--- config.mk ---
export PLATFORM = sky130hd
export DESIGN_NAME = uart_rx_dbuf
export DESIGN_NICKNAME = d
export VERILOG_FILES = /design/src/rtl/rxd_pkg.sv /design/src/rtl/rx_tick_gen.sv /design/src/rtl/rx_sync.sv /design/src/rtl/rx_frame.sv /design/src/rtl/rx_buffer.sv /design/src/rtl/uart_rx_dbuf.sv
export SDC_FILE = /design/constraint.sdc
export NUM_CORES = 1
export LEC_CHECK = 0
export ABC_CLOCK_PERIOD_IN_PS = 2000
export BUFFER_PORTS_ARGS = -buffer_cell sky130_fd_sc_hd__buf_4
export CORE_MARGIN = 4
export CORE_UTILIZATION = 52
export DETAILED_ROUTE_END_ITERATION = 10
export PLACE_DENSITY = 0.75
export SETUP_SLACK_MARGIN = 0.1
export SYNTH_ARGS = -nofsm -noshare
export SYNTH_HDL_FRONTEND = slang
export SYNTH_SLANG_ARGS = --single-unit
export TNS_END_PERCENT = 50
--- constraint.sdc ---
create_clock -name clk -period 2 [get_ports clk]
set_input_delay 0.1 -clock clk [delete_from_list [all_inputs] [get_ports clk]]
set_output_delay 0.1 -clock clk [all_outputs]
set_load 0.03 [all_outputs]
--- src/rtl/rxd_pkg.sv ---
package rxd_pkg;
  localparam int OSR      = 16;
  localparam int MAX_BITS = 8;

  typedef enum logic [2:0] {
    RX_IDLE,
    RX_START,
    RX_DATA,
    RX_PAR,
    RX_STOP1,
    RX_STOP2
  } rx_state_e;

  typedef struct packed {
    logic [MAX_BITS-1:0] data;
    logic                par_err;
    logic                frm_err;
  } rx_char_t;
endpackage

--- src/rtl/rx_tick_gen.sv ---
module rx_tick_gen #(
  parameter int DIV_W = 16
) (
  input  logic             clk,
  input  logic             rst,
  input  logic [DIV_W-1:0] div,
  output logic             tick
);
  logic [DIV_W-1:0] cnt;

  always_ff @(posedge clk) begin
    if (rst) begin
      cnt  <= '0;
      tick <= 1'b0;
    end else if (cnt >= div) begin
      cnt  <= '0;
      tick <= 1'b1;
    end else begin
      cnt  <= cnt + 1'b1;
      tick <= 1'b0;
    end
  end

  // a tick is followed by a full count before the next one when div > 0
  a_r12_tick_spacing: assert property (@(posedge clk) disable iff (rst)
    (tick && div != '0 && $stable(div)) |=> !tick);
endmodule

--- src/rtl/rx_sync.sv ---
module rx_sync #(
  parameter int STAGES = 2
) (
  input  logic clk,
  input  logic rst,
  input  logic din,
  output logic dout
);
  logic [STAGES-1:0] chain;

  generate
    if (STAGES == 1) begin : g_one
      always_ff @(posedge clk) begin
        if (rst) chain <= '1;
        else     chain <= din;
      end
    end else begin : g_many
      always_ff @(posedge clk) begin
        if (rst) chain <= '1;
        else     chain <= {chain[STAGES-2:0], din};
      end
    end
  endgenerate

  assign dout = chain[STAGES-1];
endmodule

--- src/rtl/rx_frame.sv ---
module rx_frame
  import rxd_pkg::*;
(
  input  logic     clk,
  input  logic     rst,
  input  logic     tick,
  input  logic     rxd_s,
  input  logic     len8,
  input  logic     par_en,
  input  logic     par_odd,
  input  logic     stop2,
  output logic     done,
  output rx_char_t chr
);
  localparam int OSR_W = $clog2(OSR);
  localparam int IDX_W = $clog2(MAX_BITS);
  localparam logic [OSR_W-1:0] HALF_LAST = OSR_W'(OSR/2 - 1);
  localparam logic [OSR_W-1:0] FULL_LAST = OSR_W'(OSR - 1);

  rx_state_e           state;
  logic [OSR_W-1:0]    ocnt;
  logic [IDX_W-1:0]    bidx;
  logic [MAX_BITS-1:0] shreg;
  logic                par_acc;
  logic [IDX_W-1:0]    last_idx;
  logic                at_mid;

  assign last_idx = len8 ? IDX_W'(MAX_BITS-1) : IDX_W'(MAX_BITS-2);
  assign at_mid   = (ocnt == FULL_LAST);

  always_ff @(posedge clk) begin
    if (rst) begin
      state   <= RX_IDLE;
      ocnt    <= '0;
      bidx    <= '0;
      shreg   <= '0;
      par_acc <= 1'b0;
      done    <= 1'b0;
      chr     <= '0;
    end else begin
      done <= 1'b0;
      if (tick) begin
        unique case (state)
          RX_IDLE: begin
            ocnt <= '0;
            if (!rxd_s) state <= RX_START;
          end
          RX_START: begin
            if (ocnt == HALF_LAST) begin
              ocnt <= '0;
              if (rxd_s) begin
                state <= RX_IDLE;
              end else begin
                state   <= RX_DATA;
                bidx    <= '0;
                shreg   <= '0;
                par_acc <= 1'b0;
              end
            end else begin
              ocnt <= ocnt + 1'b1;
            end
          end
          RX_DATA: begin
            ocnt <= ocnt + 1'b1;
            if (at_mid) begin
              shreg[bidx] <= rxd_s;
              par_acc     <= par_acc ^ rxd_s;
              if (bidx == last_idx) state <= par_en ? RX_PAR : RX_STOP1;
              else                  bidx  <= bidx + 1'b1;
            end
          end
          RX_PAR: begin
            ocnt <= ocnt + 1'b1;
            if (at_mid) begin
              par_acc <= par_acc ^ rxd_s;
              state   <= RX_STOP1;
            end
          end
          RX_STOP1: begin
            ocnt <= ocnt + 1'b1;
            if (at_mid) begin
              done        <= 1'b1;
              chr.data    <= shreg;
              chr.par_err <= par_en & (par_acc ^ par_odd);
              chr.frm_err <= ~rxd_s;
              state       <= stop2 ? RX_STOP2 : RX_IDLE;
            end
          end
          RX_STOP2: begin
            ocnt <= ocnt + 1'b1;
            if (at_mid) state <= RX_IDLE;
          end
          default: state <= RX_IDLE;
        endcase
      end
    end
  end

  // a high line seen while idle never starts a frame
  a_r2_idle_on_high: assert property (@(posedge clk) disable iff (rst)
    (state == RX_IDLE && tick && rxd_s) |=> state == RX_IDLE);

  // a start bit that is high at mid-bit returns to idle
  a_r2_false_start: assert property (@(posedge clk) disable iff (rst)
    (state == RX_START && tick && ocnt == HALF_LAST && rxd_s) |=> state == RX_IDLE);

  // a character completes only from the first stop bit
  a_r6_done_from_stop1: assert property (@(posedge clk) disable iff (rst)
    done |-> $past(state) == RX_STOP1);
endmodule

--- src/rtl/rx_buffer.sv ---
module rx_buffer
  import rxd_pkg::*;
(
  input  logic                clk,
  input  logic                rst,
  input  logic                done,
  input  rx_char_t            chr,
  input  logic                rd_strobe,
  input  logic                err_clr,
  output logic [MAX_BITS-1:0] rx_data,
  output logic                buf_full,
  output logic                err_overrun,
  output logic                err_parity,
  output logic                err_frame,
  output logic                rx_irq
);
  logic accept;

  assign accept = done && (!buf_full || rd_strobe);

  always_ff @(posedge clk) begin
    if (rst) begin
      rx_data     <= '0;
      buf_full    <= 1'b0;
      err_overrun <= 1'b0;
      err_parity  <= 1'b0;
      err_frame   <= 1'b0;
      rx_irq      <= 1'b0;
    end else begin
      rx_irq <= 1'b0;
      if (accept) begin
        rx_data     <= chr.data;
        buf_full    <= 1'b1;
        err_parity  <= chr.par_err;
        err_frame   <= chr.frm_err;
        err_overrun <= 1'b0;
        rx_irq      <= 1'b1;
      end else begin
        if (rd_strobe || err_clr) begin
          err_overrun <= 1'b0;
          err_parity  <= 1'b0;
          err_frame   <= 1'b0;
        end
        if (rd_strobe) buf_full <= 1'b0;
        if (done)      err_overrun <= 1'b1;
      end
    end
  end

  // interrupt only with a full buffer
  a_r7_irq_needs_full: assert property (@(posedge clk) disable iff (rst)
    rx_irq |-> buf_full);

  // every rise of the full flag comes with an interrupt
  a_r7_rise_gives_irq: assert property (@(posedge clk) disable iff (rst)
    $rose(buf_full) |-> rx_irq);

  // a read with no completing character empties the buffer
  a_r8_read_empties: assert property (@(posedge clk) disable iff (rst)
    (rd_strobe && !done) |=> !buf_full);

  // overrun only rises on an already full buffer
  a_r9_ovr_needs_full: assert property (@(posedge clk) disable iff (rst)
    $rose(err_overrun) |-> $past(buf_full));

  // a discarded character leaves the buffer contents alone
  a_r9_ovr_keeps_data: assert property (@(posedge clk) disable iff (rst)
    (done && buf_full && !rd_strobe) |=> $stable(rx_data));
endmodule

--- src/rtl/uart_rx_dbuf.sv ---
module uart_rx_dbuf
  import rxd_pkg::*;
#(
  parameter int DIV_W       = 16,
  parameter int SYNC_STAGES = 2
) (
  input  logic             clk,
  input  logic             rst,
  input  logic             rxd_in,
  input  logic [DIV_W-1:0] baud_div,
  input  logic             fmt_len8,
  input  logic             fmt_par_en,
  input  logic             fmt_par_odd,
  input  logic             fmt_stop2,
  input  logic             rd_strobe,
  input  logic             err_clr,
  output logic [7:0]       rx_data,
  output logic             buf_full,
  output logic             err_overrun,
  output logic             err_parity,
  output logic             err_frame,
  output logic             rx_irq
);
  logic     tick;
  logic     rxd_s;
  logic     done;
  rx_char_t chr;

  rx_tick_gen #(.DIV_W(DIV_W)) u_tick (
    .clk  (clk),
    .rst  (rst),
    .div  (baud_div),
    .tick (tick)
  );

  rx_sync #(.STAGES(SYNC_STAGES)) u_sync (
    .clk  (clk),
    .rst  (rst),
    .din  (rxd_in),
    .dout (rxd_s)
  );

  rx_frame u_frame (
    .clk     (clk),
    .rst     (rst),
    .tick    (tick),
    .rxd_s   (rxd_s),
    .len8    (fmt_len8),
    .par_en  (fmt_par_en),
    .par_odd (fmt_par_odd),
    .stop2   (fmt_stop2),
    .done    (done),
    .chr     (chr)
  );

  rx_buffer u_buf (
    .clk         (clk),
    .rst         (rst),
    .done        (done),
    .chr         (chr),
    .rd_strobe   (rd_strobe),
    .err_clr     (err_clr),
    .rx_data     (rx_data),
    .buf_full    (buf_full),
    .err_overrun (err_overrun),
    .err_parity  (err_parity),
    .err_frame   (err_frame),
    .rx_irq      (rx_irq)
  );
endmodule

==> flow_metrics.env <==
export IMPL_n_antenna_cell=0
export IMPL_vdd_ir_drop_max_v=0.000535
export IMPL_clockPowerShare_pct=41.0
export IMPL_drtIter0Drc=154
export IMPL_status="complete, no violations"
export IMPL_powerDensity_nw_per_um2=584
export IMPL_cts_tree="yes"
export IMPL_comb_power_share_pct=7.5
export IMPL_grtUsageTotal_pct=19.0
export IMPL_overflow=0
export IMPL_wirelength_um=7580
export IMPL_grt_first_pass_wirelength_um=11500
export IMPL_netSwitchingFraction_pct=22.6
export IMPL_rows=28
export IMPL_relSlewSlack_pct=66.3
export IMPL_utilization_pct=69.6
export IMPL_crit_type="reg2reg"
export IMPL_yosys_area_top_type="dfxtp_1"
export IMPL_clockRootBuffer="clkbuf_8"
export IMPL_skew_ns=0.0131
export IMPL_slew_viol_final=0
export IMPL_yosys_top_cells_area="dfxtp_1 39%, ha_1 7.4%, mux2i_1 3.4%"
export IMPL_vias=2822
export IMPL_syn_nets=397
export IMPL_seq_area_frac_synth_pct=38.8
export IMPL_via_per_inst=5.77
export IMPL_start_kind="register"
export IMPL_ys_ff_latch=62
export IMPL_highest_layer="met4"
export IMPL_cp_arrival_ns=2.10
export IMPL_post_dp_hpwl_um=4950
export IMPL_yosysWarnings=0
export IMPL_max_clock_freq_ghz=0.526
export IMPL_layout_min_cycle_time_ns=1.90
export IMPL_setup_tns_ns=0
export IMPL_fp_dieH_um=86.5
export IMPL_placement_io_buffers=37
export IMPL_wl_met3_um=363
export IMPL_drive_gt1_share_pct=28.7
export IMPL_synth_edff_count=0
export IMPL_drt_met1_wl_um=3350
export IMPL_antenna_found_initial=0
export IMPL_met2_wirelength_um=3840
export IMPL_gp_congestion=0.794
export IMPL_cp_cell_sequence="ha_1 -> nand4_1 -> o41ai_4 -> clkbuf_16 -> nor4_1"
export IMPL_p_int_w=0.00187
export IMPL_nNetsFinal=454
export IMPL_finalSetupViolCount=0
export IMPL_crit_required_ns=2.20
export IMPL_share_seq_of_total_power_pct=51.6
export IMPL_ios=38
export IMPL_start_util_pct=53.7
export IMPL_drc=0
export IMPL_grt_max_degree=26
export IMPL_max_stage_delay_ns=0.54
export IMPL_synthToLayoutAreaGrowth_pct=29.4
export IMPL_slowest_stage="o41ai_4"
export IMPL_fillers=459
export IMPL_hold_path_class="in2reg"
export IMPL_die_w_um=86.5
export IMPL_avgSynthCellArea_um2=9.07
export IMPL_maxCapViolations=0
export IMPL_grt_pass1_vias=2583
export IMPL_numCtsBuffers=9
export IMPL_synthFlopType="dfxtp_1"
export IMPL_power_static_leakage_nw=1.67
export IMPL_ys_types=59
export IMPL_critPathCaptureType="register"
export IMPL_synth_area_um2=3200
export IMPL_clk_latency_ns=0.33
export IMPL_wl_per_cell_um=15.5
export IMPL_worst_pin_slew_ns=0.500
export IMPL_finalCritPeriodShare_pct=95.1
export IMPL_core_um2=5960
export IMPL_ys_async_sr_fraction_pct=0
export IMPL_hold_viol_final=0
export IMPL_synthCells=353
export IMPL_power_switching_w=0.000547
export IMPL_synth_top_area_share_pct=38.8
export IMPL_clkTransAtPathRegs_ns=0.07
export IMPL_rsz0062_at_grt="true"
export IMPL_die_area_um2=7470
export IMPL_crit_path_max_fanout=8
export IMPL_cts_buffer_depth=2
export IMPL_ctsHtreeMaxLevel=3
export IMPL_dr_pass1_iters=4
export IMPL_ant_nets=0
export IMPL_cts_sinks=62
-- state kept, by name (all words and copies together) (netlist names) --
register           count
u_buf.err_overrun      1
u_frame.done           1
u_tick.cnt            16
u_tick.tick            1
u_sync.chain           2
u_frame.chr           10
u_frame.state          3
u_frame.ocnt           4
u_frame.par_acc        1
u_frame.shreg          8
u_frame.bidx           3
u_buf.err_parity       1
u_buf.rx_data          8
u_buf.rx_irq           1
u_buf.buf_full         1
u_buf.err_frame        1
-- stage by stage --
stage	cell area, um2	cells	hold slack [ns]	total power [W]	setup slack (ns)
after floorplan	3220	353	0.204	0.00136	0.0903
after global placement	3680	467	0.288	0.00142	0.0679
after detailed placement	3680	467	0.294	0.00143	-0.00821
after CTS	3900	483	0.0272	0.00242	0.103
after global routing	4140	489	0.0257	0.00252	0.0107
final	4140	489	0.0458	0.00242	0.0985
-- cells in the mapped netlist (5+ instances only) --
| master | n |
|---|---|
| nand2b_1 | 6 |
| a22o_1 | 8 |
| clkbuf_1 | 10 |
| nand2_1 | 21 |
| o21ai_0 | 22 |
| mux2i_1 | 11 |
| a21oi_1 | 16 |
| o2bb2ai_1 | 7 |
| dfxtp_1 | 62 |
| xnor2_1 | 5 |
| buf_2 | 5 |
| xor2_1 | 8 |
| nand3_1 | 8 |
| ha_1 | 19 |
| nor4_1 | 15 |
| nor2_1 | 16 |
| nand4_1 | 10 |
| inv_1 | 27 |
-- routing by layer --
| layer | GRT usage, % | vias to the layer above |
|---|---|---|
| li1 | - | 1410 |
| met1 | 24.5 | 1345 |
| met2 | 31.3 | 63 |
| met3 | 5.32 | 4 |
| met4 | 4.82 | 0 |
| met5 | 0 | - |
-- cell type report --
type                    instances  area, um2  share of cell area, %
multi-input cells             245       1960                   47.4
flip-flops and latches         62       1250                   30.3
repair buffers                 65        544                   13.1
clock buffers                  12        165                   3.99
inverters                      27        101                   2.45
well taps                      75       93.8                   2.27
clock inverters                 3       18.8                  0.453
-- kinds of logic after synthesis --
kind of cell	synth area share [%]
compound gates	18.0
simple gates	22.2
xor+xnor	3.56
fa+ha+maj	7.43
flops	38.8
buf+inv	6.10
mux	3.91
-- path summary, 6_finish.rpt --
check | cells past startpoint | from | end | slack [ns]
setup / recovery | 5 | u_tick.cnt[7] | u_tick.cnt[6] | 0.1
hold reg to reg | 1 | u_sync.chain[0] | u_sync.chain[1] | 0.42
setup reg to reg | 5 | u_tick.cnt[7] | u_tick.cnt[6] | 0.1
hold / removal | 2 | rst | u_buf.buf_full | 0.05
-- power by group through the flow --
| stage | Sequential, W | Combinational [W] | Clock, W |
|---|---|---|---|
| 2_1_floorplan | 0.00128 | 0.0000879 | 0 |
| 3_3_place_gp | 0.00128 | 0.000147 | 0 |
| 3_5_place_dp | 0.00128 | 0.000150 | 0 |
| 4_1_cts | 0.00125 | 0.000153 | 0.00101 |
| 5_1_grt | 0.00125 | 0.000199 | 0.00107 |
| 6_report | 0.00125 | 0.000181 | 0.000992 |
-- cell usage in the layout, fill, tap and decap left out, drive strengths merged, types with 5 or more instances in the layout --
master   synthesis  final
mux2i           11     11
nand4           10     10
xnor2            5      5
a21oi           16     16
nand2           21     21
a22o             8      8
o21ai           22     22
nor2            16     16
buf              8     63
xor2             8      8
ha              19     19
inv             27     27
dfxtp           62     62
nand3            9      9
nor4            15     15
nand2b           6      6
nor3b            5      5
o2bb2ai          7      7
and3             5      5
clkbuf          11     13
-- timing repair --
| item | 4_1_cts | 5_1_grt |
|---|---|---|
| setup endpoints to repair | 6 | 34 |
| resized for setup | 8 | 32 |
| pin swaps | 2 | 8 |
| setup buffers | 0 | 5 |
| hold buffers | 1 | 0 |
| gates cloned | 0 | 1 |
| hold endpoints to repair | 1 | 0 |
-- critical path, delay by kind of cell (launching register included) --
family	cells	cell delay (ns)
AOI/OAI and AO/OA	1	0.54
and+or+nand+nor	2	0.26
DFF	1	0.37
buffers and inverters	1	0.26
adders and majority gates	1	0.35
No activity file was read; power rests on OpenSTA's default activity.
